`config.mk`:
```
export PLATFORM = sky130hd
export DESIGN_NAME = optmon_status
export DESIGN_NICKNAME = d
export VERILOG_FILES = /design/src/rtl/optmon_pkg.sv /design/src/rtl/optmon_ctrl.sv /design/src/rtl/optmon_datapath.sv /design/src/rtl/optmon_status.sv
export SDC_FILE = /design/constraint.sdc
export NUM_CORES = 1
export LEC_CHECK = 0
export BUFFER_PORTS_ARGS = -buffer_cell sky130_fd_sc_hd__buf_2
export CAP_MARGIN = 10
export CORE_AREA = 2 2 64 66
export DETAILED_ROUTE_END_ITERATION = 6
export DIE_AREA = 0 0 66 68
export HOLD_SLACK_MARGIN = 0.12
export PLACE_DENSITY_LB_ADDON = 0.1
export SYNTH_ARGS = -nofsm -noshare
export SYNTH_HDL_FRONTEND = slang
export SYNTH_SLANG_ARGS = --single-unit
export TNS_END_PERCENT = 20
```
`constraint.sdc`:
```
create_clock -name clk -period 1.6 [get_ports clk]
set_input_delay 0.32 -clock clk [delete_from_list [all_inputs] [get_ports clk]]
set_output_delay 0.32 -clock clk [all_outputs]
set_load 0.01 [all_outputs]
```
`src/rtl/optmon_pkg.sv`:
```
package optmon_pkg;
  localparam int OM_PORTS  = 2;
  localparam int OM_PORT_W = (OM_PORTS > 1) ? $clog2(OM_PORTS) : 1;
  localparam int OM_PINS   = 4;   // rxLoss, txFault, modAbsent, linkUp
  localparam int OM_FLAGS  = 3;   // pins that carry a change flag
  localparam int OM_LINK_BIT = 16;

  typedef struct packed {
    logic                 armed;    // synchroniser filled, edges are real
    logic                 capture;  // latch a status word this cycle
    logic [OM_PORTS-1:0]  clr;      // per-port flag clear
    logic [OM_PORT_W-1:0] sel;      // port being read
  } ctlStrb_t;

  function automatic logic [31:0] mkWord(input logic [OM_PINS-1:0] live,
                                         input logic [OM_FLAGS-1:0] flags);
    logic [31:0] w;
    w = '0;
    w[OM_FLAGS-1:0]          = live[OM_FLAGS-1:0];
    w[2*OM_FLAGS-1:OM_FLAGS] = flags;
    w[OM_LINK_BIT]           = live[OM_PINS-1];
    return w;
  endfunction
endpackage

```
`src/rtl/optmon_ctrl.sv`:
```
module optmon_ctrl
  import optmon_pkg::*;
#(
  parameter int SYNC_STAGES = 2
) (
  input  logic                 clk,
  input  logic                 rstN,
  input  logic                 rdEn,
  input  logic [OM_PORT_W-1:0] rdPort,
  output ctlStrb_t             strb,
  output logic                 rdValid
);
  localparam int FILL   = SYNC_STAGES + 1;
  localparam int FILL_W = $clog2(FILL + 1);

  logic [FILL_W-1:0] fillQ;

  always_ff @(posedge clk or negedge rstN) begin
    if (!rstN) begin
      fillQ   <= '0;
      rdValid <= 1'b0;
    end else begin
      if (fillQ != FILL_W'(FILL)) fillQ <= fillQ + 1'b1;
      rdValid <= rdEn;
    end
  end

  always_comb begin
    strb         = '0;
    strb.armed   = (fillQ == FILL_W'(FILL));
    strb.capture = rdEn;
    strb.sel     = rdPort;
    for (int p = 0; p < OM_PORTS; p++)
      strb.clr[p] = rdEn && (rdPort == OM_PORT_W'(p));
  end

  // at most one port cleared per cycle
  p_clr_onehot_r3: assert property (@(posedge clk) disable iff (!rstN)
    $onehot0(strb.clr));
endmodule

```
`src/rtl/optmon_datapath.sv`:
```
module optmon_datapath
  import optmon_pkg::*;
#(
  parameter int SYNC_STAGES = 2
) (
  input  logic                             clk,
  input  logic                             rstN,
  input  logic [OM_PORTS-1:0][OM_PINS-1:0] pinIn,
  input  ctlStrb_t                         strb,
  output logic [31:0]                      rdData
);
  localparam int NB   = OM_PORTS * OM_PINS;
  localparam int LAST = SYNC_STAGES - 1;

  logic [NB-1:0] syncQ [SYNC_STAGES];
  logic [NB-1:0] liveQ;
  logic [OM_PORTS-1:0][OM_FLAGS-1:0] stickyQ;
  logic [OM_PORTS-1:0][OM_FLAGS-1:0] chg;

  always_ff @(posedge clk or negedge rstN) begin
    if (!rstN) begin
      for (int s = 0; s < SYNC_STAGES; s++) syncQ[s] <= '0;
      liveQ <= '0;
    end else begin
      syncQ[0] <= pinIn;
      for (int s = 1; s < SYNC_STAGES; s++) syncQ[s] <= syncQ[s-1];
      liveQ <= syncQ[LAST];
    end
  end

  for (genvar p = 0; p < OM_PORTS; p++) begin : g_port
    assign chg[p] = strb.armed ?
      (syncQ[LAST][p*OM_PINS +: OM_FLAGS] ^ liveQ[p*OM_PINS +: OM_FLAGS]) : '0;

    always_ff @(posedge clk or negedge rstN) begin
      if (!rstN) stickyQ[p] <= '0;
      else       stickyQ[p] <= (stickyQ[p] & ~{OM_FLAGS{strb.clr[p]}}) | chg[p];
    end

    // a flag only drops after a read of its own port
    p_flag_clear_r3: assert property (@(posedge clk) disable iff (!rstN)
      (($past(stickyQ[p]) & ~stickyQ[p]) != '0) |-> $past(strb.clr[p]));
    // a visible live change comes with its flag set
    p_flag_tracks_live_r2: assert property (@(posedge clk) disable iff (!rstN)
      $past(strb.armed) |->
        (((liveQ[p*OM_PINS +: OM_FLAGS] ^ $past(liveQ[p*OM_PINS +: OM_FLAGS]))
          & ~stickyQ[p]) == '0));
    // a toggle coinciding with a read survives it
    p_keep_on_read_r4: assert property (@(posedge clk) disable iff (!rstN)
      $past(strb.clr[p] && (chg[p] != '0)) |-> ((stickyQ[p] & $past(chg[p])) == $past(chg[p])));
    // no flags while the synchroniser fills
    p_quiet_fill_r8: assert property (@(posedge clk) disable iff (!rstN)
      !strb.armed |-> (stickyQ[p] == '0));
  end

  always_ff @(posedge clk or negedge rstN) begin
    if (!rstN)             rdData <= '0;
    else if (strb.capture) rdData <= mkWord(liveQ[strb.sel*OM_PINS +: OM_PINS], stickyQ[strb.sel]);
    else                   rdData <= '0;
  end
endmodule

```
`src/rtl/optmon_status.sv`:
```
module optmon_status
  import optmon_pkg::*;
#(
  parameter int SYNC_STAGES = 2
) (
  input  logic                 clk,
  input  logic                 rstN,
  input  logic [OM_PORTS-1:0]  rxLoss,
  input  logic [OM_PORTS-1:0]  txFault,
  input  logic [OM_PORTS-1:0]  modAbsent,
  input  logic [OM_PORTS-1:0]  linkUp,
  input  logic                 rdEn,
  input  logic [OM_PORT_W-1:0] rdPort,
  output logic                 rdValid,
  output logic [31:0]          rdData
);
  ctlStrb_t strb;
  logic [OM_PORTS-1:0][OM_PINS-1:0] pinIn;

  always_comb
    for (int p = 0; p < OM_PORTS; p++)
      pinIn[p] = {linkUp[p], modAbsent[p], txFault[p], rxLoss[p]};

  optmon_ctrl #(.SYNC_STAGES(SYNC_STAGES)) u_ctrl (
    .clk(clk), .rstN(rstN), .rdEn(rdEn), .rdPort(rdPort),
    .strb(strb), .rdValid(rdValid));

  optmon_datapath #(.SYNC_STAGES(SYNC_STAGES)) u_dp (
    .clk(clk), .rstN(rstN), .pinIn(pinIn), .strb(strb), .rdData(rdData));

  // unused bits stay zero
  p_reserved_zero_r6: assert property (@(posedge clk) disable iff (!rstN)
    (rdData[15:6] == '0) && (rdData[31:17] == '0));
  // data only alongside valid
  p_idle_data_r7: assert property (@(posedge clk) disable iff (!rstN)
    !rdValid |-> (rdData == '0));
  // valid only answers a request
  p_valid_answers_r7: assert property (@(posedge clk) disable iff (!rstN)
    rdValid |-> $past(rdEn));
endmodule

```
# Word-level counts from Yosys, hierarchy flattened
# Cells that the tools add are included.
[op_classes]
eq_ne = 2
bitwise_logic = 9
n_div = 0
magnitude_cmp = 1
mux = 5
n_shift = 1
n_reduce_logical = 2
n_addsub = 1
n_mul = 0
[ops]
columns = ["op", "n"]
rows = [
  ["$mux W17", 1],
  ["$mux W3", 4],
  ["$shiftx A8 B4 Y4", 1],
  ["$and A3 B3 Y3", 2],
  ["$not A3 Y3", 2],
  ["$or A3 B3 Y3", 2],
  ["$xor A3 B3 Y3", 2],
  ["$add A2 B1 Y2 const B", 1],
  ["$eq A2 B2 Y1 const B", 1],
  ["$logic_and A1 B1 Y1", 2],
  ["$lt A1 B2 Y1 const B", 1],
  ["$ne A2 B2 Y1 const B", 1],
  ["$not A1 Y1", 1],
]
[word_totals]
mem_bits_rw = 0
mem_count = 0
latchBits = 0
ff_bits = 65
input_bits = 12
output_inout_bits = 33
romBits = 0
elab_cells = 29

# Longest topological paths before layout
# Gate-level depths: netlist of run 1.
[logic_depth]
depth_word = 5
ltp_mapped = 3
depth_no_buf = 2

# Hierarchy
# Synthesis of run 1 repeated with hierarchy kept, for this count alone.
[unflattened]
hier_cells = 103
area_unflattened_um2 = 1506.4
[modules_own_cells]
columns = ["mod", "instances", "area_per_inst_um2", "seq_area_each_um2", "cells_each"]
rows = [
  ["optmon_datapath", 1, 1355.0, 925.9, 92],
  ["optmon_ctrl", 1, 151.4, 75.1, 11],
]

# Worst setup path before layout of run 1
# Ideal clock, no wire load.
[synth_timing]
path_kind = "reg-to-reg"
startpoint = "reg u_ctrl.fillQ[0]"
endpoint = "reg u_ctrl.fillQ[1]"
stages_incl_launch_ff = 4
setup_ns = 0.128
path_slack_ns = 0.470
required_time_ns = 1.472
arrival_ns = 1.002
path_buffers = 1
path_cell_list = "dfrtp_1 > ha_1 > buf_2 > mux2_1"
[synth_between]
elab_chain_len = 1
[synth_rtl]
columns = ["element", "line_no", "source"]
rows = [
  ["from (decl)", "optmon_ctrl.sv:16", "logic [FILL_W-1:0] fillQ;"],
  ["from (signal assigned)", "optmon_ctrl.sv:23", "if (fillQ != FILL_W'(FILL)) fillQ <= fillQ + 1'b1;"],
  ["$add A2 B1 Y2 or $ne A2 B2 Y1 (tied branches)", "optmon_ctrl.sv:23", ""],
]
# Parallel ways exist; a longest one is shown, timed or not.
# A chain may end at the register's enable or synchronous reset.

# Worst setup path after layout of run 1
# Same ends and word-level chain as after synthesis.

==> out/metrics.csv, run 1 <==
stage;metric;value;unit
worst_setup_path;Reg2Reg Setup Slack;0.43;ns
pwr;leakage;0.825;nW
place;Port Buf Inserts;19;
worst_setup_path;CP Data Arrival Time;1.34;ns
place;dpl ws;0.420;ns
worst_setup_path;FF-to-FF End;u_ctrl.fillQ[1];
grt;GR peak layer;met2;
timing;Layout Skew;0.00314;ns
clocking;Worst-Skew Late Latency;0.28;ns
place;GPL Wtd Cong;0.704;
clocking;Reg clk slew, reported paths;0.07;ns
timing;Final Slew Violations;0;
synthesis;post-synthesis register bit count;40;
timing;Fin. Hold Viols;0;
route;Vias/cell;3.92;
worst_setup_path;kind of start point of the critical path;flop;
worst_setup_path;worst-path maximum fanout;8;
route;final antenna-violating net count;0;
synthesis;syn_area_per_cell;15.0;um^2
timing;PnR worst setup slack;0.430;ns
floorplanning;core area;0.00386;mm^2
hold_path;class of the most critical hold timing path;in2reg;
worst_setup_path;worst reg2reg startpoint;u_ctrl.fillQ[0];
timing;Period minus WS final;1.17;ns
worst_setup_path;Reg2Reg Depth;2;
synthesis;largest family of logic cells by synthesized area;buffers and inverters;
clocking;clk buf depth;2;
timing;final hold slack;0.137;ns
finish;most frequent cells in the layout;dfrtp_1, conb_1, buf_2;
route;DRC;0;
synthesis;post-synthesis simple-gate area fraction;0.0431;
pwr;P per Cell Area;1140;mW/mm^2
finish;most common cell after layout, fill and taps aside;dfrtp_1;
route;DRT Pass-1 Iters;4;
grt;initial antenna violation count;0;
worst_setup_path;CP max stage cell;dfrtp_1;
route;Vias;702;
finish;fin nets;141;
place;dpl hpwl;1.27;mm
floorplanning;Die Wd;66;um
pwr;Pwr Total;1.92;mW
clocking;H-tree levels;2;
finish;P&R area growth vs syn;13.9;%
timing;top achievable clock speed;0.855;GHz
pwr;VDD IR max;0.616;mV
finish;share of post-route cells with drive strength above 1;0.233;
worst_setup_path;Crit Path Class;reg2reg;
floorplanning;Die Ht;68;um
finish;Ant. Diodes;0;
synthesis;YS warnings;0;
hold_path;Worst Hold Path Cells;1;
outcome;status;completed;
route;drt total wl;1.85;mm
grt;grt met1 use;0.111;
grt;grt met3 use;0.0493;
clocking;# clock sinks;40;
finish;final core utilization;0.437;
synthesis;Adder-Cell Fraction of Synth Area;0.00845;
worst_setup_path;Crit path largest cell delay;0.37;ns
worst_setup_path;critical path cell sequence;ha_1 > mux2_1;
route;WL/cell;10.3;um
timing;Final setup viols;0;
floorplanning;DIE AREA;0.00449;mm^2
synthesis;post-synthesis mux area share;0.0549;
route;DRT iter0 DRCs;23;
synthesis;Mapped Cells;99;
worst_setup_path;Crit path required time;1.77;ns
timing;Setup TNS Final;0;ns
worst_setup_path;CP endpoint kind;flop;
clocking;post-CTS setup buffers;0;
floorplanning;IO Count;45;
clocking;TritonCTS clock tree;built;
clocking;cts repair resizes;0;
timing;RSZ-0062 raised after global routing;false;
hold_path;Endpoint, Worst Hold;u_dp.syncQ[10];
synthesis;Seq/Total Area, Yosys;0.676;
grt;global-route wire length before repair;2.95;mm
synthesis;XOR/XNOR share of the synthesized area;0.0414;
hold_path;worst hold start;modAbsent[0];
synthesis;post-synthesis cell type count;14;
synthesis;Post-Syn Area;0.00148;mm^2
clocking;CTS Buf Count;5;
grt;grt total ovfl;0;
timing;Final period util;0.731;
floorplanning;starting density of the core;0.384;
grt;vias in the first global route;629;
clocking;clock root buffer;clkbuf_8;
grt;Total GRT Usage;0.0935;
grt;M2 GR Usage;0.140;
floorplanning;row count;23;
run;max cap viols;0;
synthesis;Synth Area in Compound Gates;0.0355;
grt;largest net degree at the start of global routing;25;
## layer usage
layer,wire length (um),vias up,part of all wire
met1,775,340,0.42
met2,899,35,0.49
met3,159,2,0.086
met4,12,0,0.0065
met5,0,-,0
li1,-,325,-
## cells by family after synthesis
family	count (synthesis)
flops	40
buf+inv	27
simple gates	9
mux	8
xor+xnor	7
compound gates	6
fa+ha+maj	1
other cells	1
## worst max-delay path, delay by kind of cell, from the launching register on
kind,cells,cell delay (ns)
flops,1,0.37
mux,1,0.35
fa+ha+maj,1,0.33
## per-stage QoR
step           instance area (um^2)  cells
6_report                       1690    179
5_1_grt                        1690    179
4_1_cts                        1650    175
3_5_place_dp                   1540    166
3_3_place_gp                   1540    166
2_1_floorplan                  1570    123
## cell type report
class	count	area (um^2)
flip-flops and latches	40	1000
repair buffers	25	165
multi-input cells	56	365
well taps	50	62.6
fillers	376	2170
clock inverters	2	10.0
clock buffers	6	82.6
## how the worst max path moves through the flow
stage	endpoint	startpoint	slack (ns)	depth (start not counted)
after floorplan	u_ctrl.fillQ[1]	u_ctrl.fillQ[0]	0.47	3
after global placement	u_ctrl.fillQ[1]	u_ctrl.fillQ[0]	0.48	2
after detailed placement	u_ctrl.fillQ[1]	u_ctrl.fillQ[0]	0.42	2
after CTS	u_ctrl.fillQ[1]	u_ctrl.fillQ[0]	0.41	2
after global routing	u_ctrl.fillQ[1]	u_ctrl.fillQ[0]	0.35	2
final	u_ctrl.fillQ[1]	u_ctrl.fillQ[0]	0.43	2
## cells in the mapped netlist (all sizes together)
master  instances  area, um^2
dfrtp          40        1000
buf            27         204
mux2i           7        70.1
nand2b          1        13.8
nand2           1        6.26
nor2b           7        43.8
xnor2           1        8.76
a22o            6        52.6
xor2            6        52.6
mux2            1        11.3
ha              1        12.5
conb            1        3.75
## power by group
group / total (mW) / switching (mW) / internal (mW)
registers: 1.10 / 0.0249 / 1.07
logic: 0.155 / 0.0890 / 0.0664
clock network: 0.664 / 0.321 / 0.344
total: 1.92 / 0.435 / 1.48
## state kept, by name, summed over array words and instances (netlist names)
signal / flops
u_ctrl.rdValid: 1
u_dp.stickyQ: 6
u_dp.rdData: 7
u_dp.syncQ: 16
u_dp.liveQ: 8
u_ctrl.fillQ: 2
## timing repair
action,4_1_cts,5_1_grt
hold buffers,1,4
setup endpoints to repair,0,0
hold endpoints to repair,16,4
Note: power is estimated with default switching activity, not from simulation.
==> inputs of run 2 (changes only) <==
==> constraint.sdc (replaced) <==
create_clock -name clk -period 1.1 [get_ports clk]
set_input_delay 0.22 -clock clk [delete_from_list [all_inputs] [get_ports clk]]
set_output_delay 0.22 -clock clk [all_outputs]
set_load 0.01 [all_outputs]
==> run 2 against run 1 <==
Against the previous run:
- register-to-register slack worse by 0.37 ns
- first-iteration DRC count up 57%
- flip-flop and latch count unchanged
- utilization up 1.2 points
- fmax up 13%
- critical path depth unchanged
- die area unchanged
- worst hold slack better by 0.023 ns
- wire length down 0.43%
- worst setup slack worse by 0.37 ns
- power up 42%
==> out/metrics.csv, run 2 (same netlist as run 1, synthesis figures left out) <==
stage;metric;value;unit
pwr;leakage;0.837;nW
pwr;combinational fraction of design power;0.088;
worst_setup_path;Reg2Reg Depth;2;
timing;Period minus WS final;1.04;ns
worst_setup_path;Crit path required time;1.27;ns
worst_setup_path;CP Data Arrival Time;1.21;ns
clocking;TritonCTS clock tree;built;
finish;Largest register FFs;16;
grt;grt met3 use;0.0493;
clocking;# clock sinks;40;
finish;most frequent cells in the layout;dfrtp_1, conb_1, buf_2;
grt;M2 GR Usage;0.128;
floorplanning;Die Wd;66;um
timing;Setup TNS Final;0;ns
grt;grt met1 use;0.109;
worst_setup_path;worst-path maximum fanout;2;
grt;vias in the first global route;611;
timing;Final Slew Violations;0;
worst_setup_path;Crit Path Class;reg2reg;
timing;final hold slack;0.161;ns
place;Port Buf Inserts;19;
worst_setup_path;CP Buf/Inv Count;0;
timing;RSZ-0062 raised after global routing;false;
hold_path;class of the most critical hold timing path;in2reg;
pwr;Int Power;2.10;mW
timing;Fin. Hold Viols;0;
pwr;VDD IR max;0.801;mV
route;Vias;703;
hold_path;Worst Hold Path Cells;1;
worst_setup_path;CP endpoint kind;flop;
worst_setup_path;kind of start point of the critical path;flop;
route;DRT iter0 DRCs;36;
place;GPL Wtd Cong;0.668;
floorplanning;core area;0.00386;mm^2
pwr;Switching Share;0.229;
timing;Final period util;0.944;
worst_setup_path;critical path cell sequence;ha_4 > mux2_1;
timing;Final setup viols;0;
grt;initial antenna violation count;0;
worst_setup_path;Critical Path Stages;2;
clocking;CTS Buf Count;5;
timing;Layout Skew;0.00382;ns
pwr;P per Cell Area;1570;mW/mm^2
floorplanning;DIE AREA;0.00449;mm^2
grt;global-route wire length before repair;2.90;mm
clocking;clk buf depth;2;
route;DRC;0;
route;drt total wl;1.84;mm
finish;most common cell after layout, fill and taps aside;dfrtp_1;
clocking;Worst-Skew Late Latency;0.29;ns
floorplanning;starting density of the core;0.384;
finish;fin nets;146;
route;DRT Pass-1 Iters;3;
route;Vias/cell;3.84;
grt;largest net degree at the start of global routing;41;
floorplanning;Die Ht;68;um
worst_setup_path;Crit path largest cell delay;0.41;ns
place;dpl hpwl;1.21;mm
grt;GR peak layer;met2;
pwr;Reg power frac;0.587;
finish;Ant. Diodes;0;
worst_setup_path;CP top delay family;flip-flops;
route;WL/cell;10.0;um
floorplanning;row count;23;
worst_setup_path;CP max stage cell;dfrtp_1;
pwr;Clock Power Share;0.326;
clocking;Reg clk slew, reported paths;0.07;ns
place;dpl cells;166;
clocking;clock root buffer;clkbuf_8;
finish;final std cells w/o fill;183;
route;final antenna-violating net count;0;
finish;P&R area growth vs syn;17.0;%
clocking;H-tree levels;2;
timing;top achievable clock speed;0.963;GHz
floorplanning;IO Count;45;
place;dpl ws;0.00541;ns
finish;Largest regs;u_dp.syncQ x16, u_dp.liveQ x8, u_dp.rdData x7;
pwr;switching power total;621;uW
timing;PnR worst setup slack;0.0619;ns
run;max cap viols;0;
outcome;status;completed;
finish;share of post-route cells with drive strength above 1;0.226;
finish;Biggest register;u_dp.syncQ;
grt;Total GRT Usage;0.0958;
grt;grt total ovfl;0;
## run 2: changes by cell type in the layout (fill, tap and decap cells not counted), sizes merged
cell | before | now
clkinv | 2 | 1
dlygate4sd3 | 5 | 9
buf | 20 | 21
## run 2: power by group through the flow
stage          Clock [mW]  Sequential [mW]  Combinational [mW]
2_1_floorplan           0             1.63               0.180
3_3_place_gp            0             1.62               0.215
3_5_place_dp            0             1.62               0.216
4_1_cts             0.946             1.59               0.241
5_1_grt              1.00             1.60               0.266
6_report            0.885             1.59               0.238
## run 2: path summary, 6_finish.rpt
check / startpoint / to / slack (ns)
max: u_ctrl.fillQ[0] / u_ctrl.fillQ[1] / 0.06
min: rdEn / u_ctrl.rdValid / 0.16
max reg2reg: u_ctrl.fillQ[0] / u_ctrl.fillQ[1] / 0.06
min reg2reg: u_dp.syncQ[3] / u_dp.liveQ[3] / 0.35
max in group asynchronous: rstN / u_dp.liveQ[0] / 0.48
min in group asynchronous: rstN / u_ctrl.rdValid / 0.44
## run 2: layer usage
layer,vias up,share of wire
li1,335,-
met5,-,0
met2,37,0.43
met4,0,0.047
met3,5,0.090
met1,326,0.44
## run 2: worst register-to-register path, delay by kind of cell, from the launching register on
family / cells / cell delay, ns
fa+ha+maj: 1 / 0.24
flops: 1 / 0.41
mux: 1 / 0.27
## run 2: metrics by stage
step                instance area, um^2  utilization  power [mW]
floorplan                          1580            -        1.81
global placement                   1550        0.401        1.84
detailed placement                 1550        0.401        1.84
CTS                                1720        0.447        2.78
global route                       1730        0.449        2.87
finish                             1730        0.449        2.72
## run 2: final cells by class
cell class	count	area (um^2)
Clock buffer	6	72.6
Fill cell	374	2120
Timing Repair Buffer	30	213
Sequential cell	40	1000
Clock inverter	1	5.00
Tap cell	50	62.6
Multi-Input combinational cell	56	378
## run 2: repair_timing
item	CTS	global route
hold buffers	9	0
setup endpoints to repair	1	1
gates resized for setup	1	0
hold endpoints to repair	48	0
setup buffers	0	1
